`src/rtl/cs_dma_arb_pkg.sv`:
```
package cs_dma_arb_pkg;
  typedef enum logic [1:0] {
    ST_IDLE    = 2'd0,
    ST_XFER    = 2'd1,
    ST_REL_EXT = 2'd2,
    ST_REL_GAP = 2'd3
  } arb_state_e;
endpackage

```
`src/rtl/cs_prio_pick.sv`:
```
// Fixed-priority one-hot picker: the lowest index wins.
module cs_prio_pick #(
  parameter int N = 4
) (
  input  logic [N-1:0] req,
  output logic [N-1:0] pick,
  output logic         any
);
  logic [N:0] seen;
  assign seen[0] = 1'b0;
  for (genvar i = 0; i < N; i++) begin : g_chain
    assign seen[i+1] = seen[i] | req[i];
    assign pick[i]   = req[i] & ~seen[i];
  end
  assign any = seen[N];
endmodule

```
`src/rtl/cs_pend_latch.sv`:
```
// Holds channel requests until their transfer completes.
module cs_pend_latch #(
  parameter int N = 4
) (
  input  logic         clk,
  input  logic         rst,
  input  logic [N-1:0] req_in,
  input  logic [N-1:0] clr,
  output logic [N-1:0] pend
);
  for (genvar i = 0; i < N; i++) begin : g_bit
    always_ff @(posedge clk) begin
      if (rst) pend[i] <= 1'b0;
      else     pend[i] <= req_in[i] | (pend[i] & ~clr[i]);
    end
  end
endmodule

```
`src/rtl/cs_arb_fsm.sv`:
```
module cs_arb_fsm
  import cs_dma_arb_pkg::*;
#(
  parameter int N = 4
) (
  input  logic         clk,
  input  logic         rst,
  input  logic [N-1:0] pick,
  input  logic         any,
  input  logic         ext_req,
  input  logic         xfer_done,
  output logic [N-1:0] gnt,
  output logic         ext_gnt,
  output logic         bus_idle,
  output logic [N-1:0] clr
);
  arb_state_e st_q, st_n;
  logic [N-1:0] gnt_q, gnt_n;

  always_comb begin
    st_n  = st_q;
    gnt_n = gnt_q;
    if (st_q == ST_XFER) begin
      if (xfer_done) begin
        gnt_n = '0;
        st_n  = ext_req ? ST_REL_EXT : ST_REL_GAP;
      end
    end else begin
      if (any) begin
        st_n  = ST_XFER;
        gnt_n = pick;
      end else begin
        gnt_n = '0;
        st_n  = ext_req ? ST_REL_EXT : ST_IDLE;
      end
    end
  end

  always_ff @(posedge clk) begin
    if (rst) begin
      st_q  <= ST_IDLE;
      gnt_q <= '0;
    end else begin
      st_q  <= st_n;
      gnt_q <= gnt_n;
    end
  end

  assign gnt      = gnt_q;
  assign ext_gnt  = (st_q == ST_REL_EXT);
  assign bus_idle = (st_q == ST_IDLE) || (st_q == ST_REL_GAP);
  assign clr      = gnt_q & {N{(st_q == ST_XFER) && xfer_done}};
endmodule

```
`src/rtl/cs_dma_arbiter.sv`:
```
module cs_dma_arbiter #(
  parameter int NCH = 4
) (
  input  logic           clk,
  input  logic           rst,
  input  logic [NCH-1:0] ch_req,
  input  logic           ext_req,
  input  logic           xfer_done,
  output logic [NCH-1:0] ch_gnt,
  output logic           ext_gnt,
  output logic           bus_idle
);
  logic [NCH-1:0] pend, clr, eff, pick;
  logic           any;

  cs_pend_latch #(.N(NCH)) u_pend (
    .clk(clk), .rst(rst), .req_in(ch_req), .clr(clr), .pend(pend)
  );

  assign eff = pend | ch_req;

  cs_prio_pick #(.N(NCH)) u_pick (.req(eff), .pick(pick), .any(any));

  cs_arb_fsm #(.N(NCH)) u_fsm (
    .clk(clk), .rst(rst), .pick(pick), .any(any), .ext_req(ext_req),
    .xfer_done(xfer_done), .gnt(ch_gnt), .ext_gnt(ext_gnt),
    .bus_idle(bus_idle), .clr(clr)
  );
endmodule

```
`config.mk`:
```
export PLATFORM = sky130hd
export DESIGN_NAME = cs_dma_arbiter
export DESIGN_NICKNAME = d
export VERILOG_FILES = /design/src/rtl/cs_dma_arb_pkg.sv /design/src/rtl/cs_prio_pick.sv /design/src/rtl/cs_pend_latch.sv /design/src/rtl/cs_arb_fsm.sv /design/src/rtl/cs_dma_arbiter.sv
export SDC_FILE = /design/constraint.sdc
export NUM_CORES = 1
export LEC_CHECK = 0
export CORE_UTILIZATION = 25
export CTS_CLUSTER_DIAMETER = 200
export DETAILED_ROUTE_END_ITERATION = 8
export GPL_ROUTABILITY_DRIVEN = 0
export PLACE_DENSITY = 0.59
export SLEW_MARGIN = 20
export SYNTH_ARGS = -nofsm -noshare
export SYNTH_HDL_FRONTEND = slang
export SYNTH_SLANG_ARGS = --single-unit
```
`constraint.sdc`:
```
create_clock -name clk -period 1.5 [get_ports clk]
set_clock_uncertainty 0.15 [all_clocks]
set_input_delay 0.3 -clock clk [delete_from_list [all_inputs] [get_ports clk]]
set_output_delay 0.3 -clock clk [all_outputs]
set_load 0.03 [all_outputs]
```
==> metrics.txt <==
Slew headroom approximately three quarters; Clock Latency Late Sink between 0.2 and 0.3 ns; Synth top area share 42.2%; reg2reg end u_fsm.gnt[2]; post-route DRC violation count 0; reg2reg setup slack roughly 0.11 ns; Hold Vio Cnt, Final 0; met2 Resource Use GR 20.6%; largest family of logic cells by synthesized area simple AND/OR/NAND/NOR gates; sw power approximately 180 uW; clock root buffer master clkbuf_4; Worst VDD drop 0.513 mV; post-synthesis compound-gate area fraction ~19%; Worst Path Required about 1.1 ns; post-synth cell types 22; met1 global-route usage 14.7%; WP data arrival a little over 1 ns; reg2reg start u_fsm.st_q[0]; gr busiest metal met2; Post-Synthesis Cell Area around 470 um^2; Die Ht roughly 46 um; FF+latch count, synth 10; I/O Buffers 13; vias in the first global route 450; commonest cells after routing, fill and taps aside buf_4, a21oi_1, nor2_1, dfxtp_1, clkdlybuf4s50_1; Pint around 460 uW; Sequential Power Share between 40 and 50%; post-synthesis mux area share 0%; Overflow after GRT 0; Sw Share ~29%; Max Clock Freq about 0.7 GHz; CTS Buffer Depth 2; multi-input combinational cell area ~250 um^2; Crit-path slowest cell dfxtp_2; met3 Use GR roughly 2.4%; RSZ-0062 raised after global routing yes; CTS buffer count 3; WHS Endpoint u_pend.pend[1]; Synth area leader dfxtp_1; DRT iter0 DRCs 1; initial antenna violation count 0; die area between 2000 and 2500 um^2; Avg Inst Size Synth ~9 um^2; Max stage delay on crit path between 0.3 and 0.4 ns; Cell Rows 15; core area 1750 um^2; CTS Sinks 10; nets 92; Clk network pwr share between 20% and 30%; CP Launch Point u_fsm.st_q[0]; WL per Instance just over 10 um; worst-path fanout max 2; final setup violation count 0; Leakage 0.000309 uW; first-pass GRT wire length between 1.5 and 2 mm; worst hold path type in2reg; Fill cells between 150 and 200; combinational fraction of design power between 20% and 30%; Net Count, Synth between 60 and 70; crit path cell chain inv_2, ha_4, buf_6; final core occ a little over two fifths; Global Route Usage Sum between 10 and 15%; XOR/XNOR share of the synthesized area 0%; vias per cell around 4.5; Synth Instances 54; total wire length approximately 1.1 mm; hold slack about 0.26 ns; Starting Density a little over a quarter; register area share after synthesis 42.2%; PwrDens 873 nW/um^2; H-tree Lvls 1; DIE WIDTH ~46 um; register area around 200 um^2; Worst setup EP type output port; ant diodes 0; Post-DP HPWL about 800 um; clock slew at reported path FFs about 0.070 ns; Synth-to-Final Area Change 55.1%; Setup crit start kind register; Post-Synth Simple-Gate Area between 20% and 30%; Final Non-Filler Cells 105; outcome finished, final reports clean; hold_sp ch_req[1]; WHS Path Cells 4; fin crit share a little over nine tenths; Overall Power roughly 640 uW; Placed Cells slightly above 100; Slew @ Worst Pin 0.355 ns; I/O pin cnt 14; number of max-cap violations 0; drt pass-1 iters 3; Final Critical Period between 1 and 1.5 ns; Slew Limit Fails 0; share of layout cells above drive strength 1 between 30% and 40%; CTS tree yes; Setup WS post-layout roughly 0.035 ns; Yosys warnings 0; Worst R2R Path Depth 4; most common cell after layout, fill and taps aside buf_4; largest net degree at the start of global routing 12; Synth Area in Adders 5.28%; Post-DRT Antenna Nets 0; Area contributors post-synth dfxtp_1, a21oi_1, nor2_1; Setup Slack @ Placement -0.246 ns; Post-CTS Hold Fix Bufs 0; Setup CP Type reg2out; DR vias about 470
worst max-delay path by stage:
stage                     slack, ns           end
after floorplan                0.13  u_fsm.gnt[2]
after global placement        -0.21  u_fsm.gnt[2]
after detailed placement      -0.25  u_fsm.gnt[2]
after CTS                     0.006      bus_idle
after global routing         -0.002      bus_idle
final                          0.04      bus_idle
through the flow:
stage                      TNS, ns  cell area (um^2)
final                            0               736
after global routing      -0.00164               736
after CTS                        0               729
after detailed placement    -0.656               686
after global placement      -0.553               686
after floorplan                  0               474
flip-flops by register name, indices dropped and copies added (netlist names):
signal and flops:
u_fsm.gnt 4, u_pend.pend 4, u_fsm.st_q 2
final cells by class:
| type | count | area share, % |
|---|---|---|
| Sequential cell | 10 | 27.6 |
| Multi-Input combinational cell | 39 | 33.8 |
| Clock buffer | 3 | 3.06 |
| Timing Repair Buffer | 26 | 30.3 |
| Tap cell | 25 | 4.25 |
| Inverter | 2 | 1.02 |
routing by layer:
metal  share of wire [%]  vias to the layer above
met5                   0                        -
li1                    -                      248
met2                  47                        8
met3                 3.4                        4
met4                 3.2                        0
met1                  46                      208
worst max-delay path: cells and delay by family (launching register included):
family | cells | cell delay [ns]
adders and majority gates | 1 | 0.25
buffers and inverters | 2 | 0.16
DFF | 1 | 0.33
logic make-up (layout without fill, tap and decap cells):
kind of cell	Yosys count	in the layout
AO/OA/AOI/OAI	15	15
buffers and inverters	5	31
AND/OR/NAND/NOR	22	22
flip-flops	10	10
adder cells (fa/ha/maj)	2	2
Yosys cell counts, drive strengths merged:
cell type  count
nand4b         1
nand3          4
nor3           1
nand2          3
o31ai          1
o21ai          2
ha             2
clkbuf         1
nand3b         2
a21o           1
o2111ai        1
dfxtp         10
o211ai         1
nor2           8
inv            2
o22a           1
or3b           1
buf            2
nor4           2
a21oi          8
repair_timing:
action                     CTS  global route
setup buffers                1             0
pin swaps                    1             2
hold endpoints to repair     0             0
gates resized for setup      6             4
setup endpoints to repair    4             6
power by group through the flow:
stage               clock [uW]  combinational (uW)  sequential [uW]
floorplan                    0                75.1              308
global placement             0                 145              300
detailed placement           0                 148              301
CTS                        198                 158              295
global route               204                 172              299
finish                     189                 158              296
(Power assumes the default switching activity.)
